==> src/rtl/nibble_rx.sv <==
module nibble_rx #(
  parameter int CNT_W      = 16,
  parameter int IDLE_LIMIT = 4000,
  parameter int RESP_LIMIT = 200
) (
  input  logic             clk,
  input  logic             rst_n,
  input  logic             start,
  input  logic [CNT_W-1:0] byte_count,
  input  logic             n_ack,
  input  logic             busy,
  input  logic             perror,
  input  logic             select,
  input  logic             n_fault,
  output logic             n_autofd,
  output logic             n_selectin,
  output logic             n_strobe,
  output logic             byte_valid,
  output logic [7:0]       byte_data,
  output logic             done,
  output logic             timeout,
  output logic             io_error
);

  localparam int MAXL = (IDLE_LIMIT > RESP_LIMIT) ? IDLE_LIMIT : RESP_LIMIT;
  localparam int TW   = $clog2(MAXL + 1);

  typedef enum logic [1:0] {S_IDLE, S_REQ, S_REL} st_t;

  st_t              state;
  logic [4:0]       meta, stat;
  logic             half;
  logic [TW-1:0]    timer, lim;
  logic [CNT_W-1:0] rem;
  logic [3:0]       lo;

  wire       ack_lo  = !stat[4];
  wire [3:0] nib     = stat[3:0];
  wire       last    = half && (rem == '0);
  wire       expired = (timer == lim);

  assign lim        = (state == S_REQ && !half) ? TW'(IDLE_LIMIT - 1) : TW'(RESP_LIMIT - 1);
  assign n_autofd   = (state != S_REQ);
  assign n_selectin = 1'b1;
  assign n_strobe   = 1'b1;

  always_ff @(posedge clk) begin
    if (!rst_n) begin
      meta <= 5'b10000;
      stat <= 5'b10000;
    end else begin
      meta <= {n_ack, busy, perror, select, n_fault};
      stat <= meta;
    end
  end

  always_ff @(posedge clk) begin
    if (!rst_n) begin
      state      <= S_IDLE;
      half       <= 1'b0;
      timer      <= '0;
      rem        <= '0;
      lo         <= '0;
      byte_data  <= '0;
      byte_valid <= 1'b0;
      done       <= 1'b0;
      timeout    <= 1'b0;
      io_error   <= 1'b0;
    end else begin
      byte_valid <= 1'b0;
      case (state)
        S_IDLE: if (start) begin
          done     <= (byte_count == '0);
          timeout  <= 1'b0;
          io_error <= 1'b0;
          half     <= 1'b0;
          timer    <= '0;
          rem      <= byte_count;
          if (byte_count != '0) state <= S_REQ;
        end
        S_REQ: if (ack_lo) begin
          timer <= '0;
          state <= S_REL;
          if (!half) lo <= nib;
          else begin
            byte_data  <= {nib, lo};
            byte_valid <= 1'b1;
            rem        <= rem - 1'b1;
          end
        end else if (expired) begin
          timeout <= 1'b1;
          state   <= S_IDLE;
        end else timer <= timer + 1'b1;
        S_REL: if (!ack_lo) begin
          timer <= '0;
          half  <= !half;
          if (last) begin
            done  <= 1'b1;
            state <= S_IDLE;
          end else state <= S_REQ;
        end else if (expired) begin
          if (last) io_error <= 1'b1;
          else      timeout  <= 1'b1;
          state <= S_IDLE;
        end else timer <= timer + 1'b1;
        default: state <= S_IDLE;
      endcase
    end
  end

  assert_valid_single_R5: assert property (@(posedge clk) disable iff (!rst_n)
    byte_valid |=> !byte_valid);

  assert_valid_released_R4: assert property (@(posedge clk) disable iff (!rst_n)
    byte_valid |-> n_autofd);

  assert_abort_release_R7: assert property (@(posedge clk) disable iff (!rst_n)
    $rose(timeout) |-> n_autofd);

  assert_flags_exclusive_R8: assert property (@(posedge clk) disable iff (!rst_n)
    $countones({done, timeout, io_error}) <= 1);

  assert_timer_bound_R6: assert property (@(posedge clk) disable iff (!rst_n)
    int'(timer) < MAXL);

  assert_busy_ignores_start_R9: assert property (@(posedge clk) disable iff (!rst_n)
    (state == S_REQ && start && !ack_lo) |=> $stable(rem));

endmodule

==> config.mk <==
export PLATFORM = sky130hd
export DESIGN_NAME = nibble_rx
export DESIGN_NICKNAME = d
export VERILOG_FILES = /design/src/rtl/nibble_rx.sv
export SDC_FILE = /design/constraint.sdc
export NUM_CORES = 1
export LEC_CHECK = 0
export ABC_AREA = 1
export ABC_CLOCK_PERIOD_IN_PS = 5400
export BUFFER_PORTS_ARGS = -buffer_cell sky130_fd_sc_hd__buf_2
export CORE_ASPECT_RATIO = 2
export CORE_MARGIN = 8
export CORE_UTILIZATION = 45
export CTS_CLUSTER_SIZE = 10
export DETAILED_ROUTE_END_ITERATION = 10
export GPL_ROUTABILITY_DRIVEN = 0
export GPL_TIMING_DRIVEN = 0
export PLACE_DENSITY_LB_ADDON = 0.1
export SKIP_LAST_GASP = 1
export SLEW_MARGIN = 20
export SYNTH_ARGS = -nofsm -noshare
export SYNTH_HDL_FRONTEND = slang
export SYNTH_SLANG_ARGS = --single-unit
==> constraint.sdc <==
create_clock -name clk -period 5.4 [get_ports clk]
set_input_delay 1.08 -clock clk [delete_from_list [all_inputs] [get_ports clk]]
set_output_delay 1.08 -clock clk [all_outputs]
set_load 0.01 [all_outputs]
# After elaboration in Yosys (flattened, before gate mapping)
# Index checks and enable logic that the tools add are counted.
[word_totals]
latch_bits = 0
rom_bits = 0
inputBits = 24
ram_bits = 0
regBits = 57
memories = 0
[op_classes]
mul = 0
bitwise = 4
n_addsub = 2
shift = 0
div = 0
n_reduce_logical = 20
magnitude_cmp = 0
muxes = 34
n_eq_ne = 15
[op_table]
columns = ["operator", "n"]
rows = [
  ["12-bit 2-to-1 mux", 5],
  ["16-bit 2-to-1 mux", 3],
  ["12-bit case mux with 3 select lines", 1],
  ["16-bit zero test", 2],
  ["16-bit case mux with 2 select lines", 1],
  ["2-bit inequality test, second input constant", 11],
  ["16-bit nonzero test", 1],
  ["16-bit by 1-bit subtractor with 16-bit output, second input constant", 1],
  ["1-bit 2-to-1 mux", 14],
  ["12-bit by 1-bit adder with 12-bit output, second input constant", 1],
  ["12-bit equality test", 1],
  ["2-bit 2-to-1 mux", 5],
  ["3-bit AND reduction", 3],
  ["4-bit AND reduction", 2],
  ["7-bit AND reduction", 1],
  ["1-bit case mux with 2 select lines", 3],
  ["2-bit case mux with 3 select lines", 1],
  ["5-bit AND reduction", 1],
  ["1-bit NOT", 4],
  ["2-bit AND reduction", 2],
  ["2-bit nonzero test", 2],
  ["1-bit case mux with 3 select lines", 1],
  ["3-bit nonzero test", 1],
  ["3-bit OR reduction", 1],
  ["other kinds (6)", 7],
]

# Longest topological paths before layout
[logic_depth]
ltp_word = 7
ltp_mapped = 13
depth_no_buf = 12

# Worst setup path before layout
# Ideal clock, no wire load.
[synth_timing]
kind = "register to output"
from = "reg state[1]"
to = "out n_autofd"
path_slack_ns = 3.263
stages_incl_launch_ff = 5
t_arrival_ns = 1.057
cell_sequence = "dfxtp_1 -> inv_1 -> ha_1 -> inv_2 -> clkbuf_1"
[synth_between]
elab_chain_len = 1
[synth_lines]
columns = ["item", "line", "source"]
rows = [
  ["start, declared", "30", "st_t state;"],
  ["start signal, assigned", "59", "state <= S_IDLE;"],
  ["start signal, assigned", "79", "if (byte_count != '0) state <= S_REQ;"],
  ["start signal, assigned", "83", "state <= S_REL;"],
  ["2-bit by 1-bit inequality test with 1-bit output", "43", "assign n_autofd = (state != S_REQ);"],
  ["end, declared", "15", "output logic n_autofd,"],
]
# Every way passes these cells.

# Worst setup path after layout
# Same ends and word-level chain as after synthesis.

==> metrics.md <==
| Metric | Value |
|---|---|
| Max Clk Rate | `340 MHz` |
| Initial antenna violation count | `0` |
| Clk sink count | `57` |
| Initial DRC count | `152` |
| Port bufs | `35` |
| Yosys reg bits | `57` |
| Ys async rst share | `0%` |
| FF+latch area | `1140 µm²` |
| Die Wd | `73.9 µm` |
| Dpl ws | `2.78 ns` |
| WP data required | `4.32 ns` |
| Crit path cell chain | `inv_1 > ha_1 > inv_2 > clkbuf_1 > buf_2` |
| WL met2 | `4.85 mm` |
| Ys Warns | `0` |
| Synth Area per Inst | `6.47 µm²` |
| Root Buffer | `clkbuf_16` |
| I/O Pins | `39` |
| Hold crit path type | `register to register` |
| TNS Setup | `0 ns` |
| Post-route minimum period | `2.94 ns` |
| Core area | `6570 µm²` |
| Die height | `132 µm` |
| Slowest cell delay on critical path | `0.44 ns` |
| Max cap viols | `0` |
| DRC | `0` |
| Placed standard-cell area | `3310 µm²` |
| H-tree Lvls | `3` |
| Post-synthesis sequential area ratio | `37.8%` |
| Antenna Cells | `0` |
| Clk_skew | `0.00693 ns` |
| Main synth FF type | `dfxtp_1` |
| Drt pass-1 iters | `4` |
| Crit path buf inv count | `4` |
| Worst-Margin Slew | `0.534 ns` |
| Avg WL per Cell | `13.9 µm` |
| Vias | `3005` |
| Cell row count | `42` |
| Setup Buffers After CTS | `0` |
| Starting density of the core | `46.0%` |
| EDFF count, synth | `0` |
| CTS Buffer Depth | `2` |
| Share of cells above drive strength 1 | `13.0%` |
| Drt total wl | `8.38 mm` |
| Total GRT Usage | `18.0%` |
| Final hold violation count | `0` |
| Slowest CP cell | `clkbuf_1` |
| CTS Buf Count | `9` |
| # setup viols final | `0` |
| P_leak | `1.64 nW` |
| Met3 wire len | `239 µm` |
| Pwr per Cell Area | `357 nW/µm²` |
| Slew Viols, Final | `0` |
| RSZ-0062 raised after global routing | `no` |
| Clock latency on the worst-skew pair | `0.32 ns` |
| Pin count of the biggest net entering global routing | `11` |
| DIE AREA | `9750 µm²` |
| VDD IR-drop max | `169 µV` |
| Layout overhead on the synthesized area | `19.0%` |
| Total Nets Final | `545` |
| Synth cell types | `29` |
| Hold-fix buffers at CTS | `0` |
| Post-DRT Antenna Nets | `0` |
| Global-route wire length before repair | `13.4 mm` |
| M1 WL | `2.88 mm` |
| Routed vias/inst | `4.97` |
| Post-synthesis cell area | `3020 µm²` |
| Status | `finished clean` |
| Vias in the first global route | `3026` |
| Final worst slack | `2.46 ns` |
| Crit path DAT | `1.86 ns` |
| Mapped Cells | `467` |
| Worst-path fanout max | `10` |
| Top sig layer | `met4` |
| Multi-input logic area | `1570 µm²` |
| Worst Setup End Kind | `primary output` |
| Rel. slew slack | `64.4%` |
| HPWL Detailed | `6.65 mm` |
| Total gr overflow | `0` |
| Crit path kind | `register to primary output` |
| PostCTS Resize Cnt | `0` |
| Final-layout fill cell count | `725` |
| Clk slew on worst S/H paths | `0.05 ns` |
| Final worst-path cycle share | `54.4%` |
| Total design power | `0.00128 W` |
| Final instance area | `3590 µm²` |
| Finished Core Util | `54.7%` |
| CTS tree | `built` |
| Setup crit start kind | `register` |
| CP top delay family | `buffers and inverters` |
-- cells by family (layout without fill, tap and decap cells) --
| logic type | Yosys count | after routing | synth area share (%) |
|---|---|---|---|
| AND/OR/NAND/NOR | 239 | 239 | 33.2 |
| AO/OA/AOI/OAI | 81 | 81 | 14.5 |
| buffers and inverters | 78 | 127 | 10.4 |
| flip-flops | 57 | 57 | 37.8 |
| adder cells (fa/ha/maj) | 7 | 7 | 2.90 |
| XOR/XNOR | 4 | 4 | 1.16 |
| other | 1 | 2 | 0.124 |
-- flip-flops by register name (all words and copies together) (netlist names) --
signal / cells
timer: 12
meta: 5
rem: 16
state: 2
done: 1
lo: 4
byte_data: 8
half: 1
io_error: 1
byte_valid: 1
timeout: 1
stat: 5
-- final timing paths --
check / start / end / slack (ns) / depth (start not counted)
setup / recovery: state[1]$_SDFFE_PN0P_ / n_autofd / 2.46 / 5
hold / removal: meta[1]$_SDFF_PN0_ / stat[1]$_SDFF_PN0_ / 0.40 / 2
hold reg to reg: meta[1]$_SDFF_PN0_ / stat[1]$_SDFF_PN0_ / 0.40 / 2
setup reg to reg: state[0]$_SDFFE_PN0P_ / timer[9]$_SDFFE_PN0P_ / 3.35 / 10
-- power breakdown --
group / internal [W] / total, W / switching (W)
Combinational: 0.0000911 / 0.000273 / 0.000182
Sequential: 0.000448 / 0.000472 / 0.0000240
Clock: 0.000360 / 0.000538 / 0.000178
Total: 0.000899 / 0.00128 / 0.000383
-- per-layer routing --
layer  up-vias  global-route usage [%]
li1       1569                       -
met1      1347                    14.4
met2        62                    34.2
met3        27                    4.57
met4         0                    13.3
met5         -                       0
-- layout by cell type, fill, tap and decap left out, types with 9 or more instances in the layout --
cell type / synthesis / routed
a21oi_1: 44 / 44
nand3_1: 35 / 35
inv_1: 58 / 58
buf_2: 4 / 39
clkbuf_16: 0 / 9
nor2_1: 68 / 68
o21ai_0: 28 / 28
nand2_1: 114 / 114
clkbuf_1: 9 / 9
dfxtp_1: 57 / 57
-- worst register-to-register path: cells and delay by family, from the launching register on --
| kind | cells | cell delay, ns |
|---|---|---|
| and+or+nand+nor | 4 | 0.66 |
| AOI/OAI and AO/OA | 2 | 0.23 |
| DFF | 1 | 0.39 |
| adders and majority gates | 1 | 0.28 |
| buffers and inverters | 3 | 0.38 |
-- cells in the mapped netlist (2+ instances only) --
| cell type | count | share of area [%] |
|---|---|---|
| a21oi_1 | 44 | 7.3 |
| a21oi_4 | 2 | 1.1 |
| a31oi_1 | 3 | 0.62 |
| buf_2 | 4 | 0.66 |
| buf_4 | 2 | 0.50 |
| clkbuf_1 | 9 | 1.1 |
| dfxtp_1 | 57 | 38 |
| ha_1 | 7 | 2.9 |
| inv_1 | 58 | 7.2 |
| inv_2 | 3 | 0.37 |
| nand2_1 | 114 | 14 |
| nand3_1 | 35 | 5.8 |
| nand3b_1 | 4 | 0.99 |
| nand4_1 | 4 | 0.83 |
| nor2_1 | 68 | 8.4 |
| nor2_2 | 2 | 0.41 |
| nor3_1 | 7 | 1.2 |
| o211ai_1 | 2 | 0.50 |
| o21ai_0 | 28 | 4.6 |
| or2_2 | 2 | 0.41 |
| xor2_1 | 4 | 1.2 |
-- area by class of cell --
cell class	count	share of cell area (%)
Clock inverter	4	1.25
Tap cell	88	3.06
Multi-Input combinational cell	333	43.7
Clock buffer	10	6.65
Timing Repair Buffer	35	4.87
Sequential cell	57	31.7
Inverter	62	6.47
Buffer	16	2.23
-- through the flow --
| stage | instances | hold WS [ns] |
|---|---|---|
| after global placement | 591 | 0.400 |
| after floorplan | 468 | 0.390 |
| after global routing | 605 | 0.433 |
| after CTS | 605 | 0.409 |
| after detailed placement | 591 | 0.402 |
| final | 605 | 0.404 |
Power figures use the tool's default switching activity.
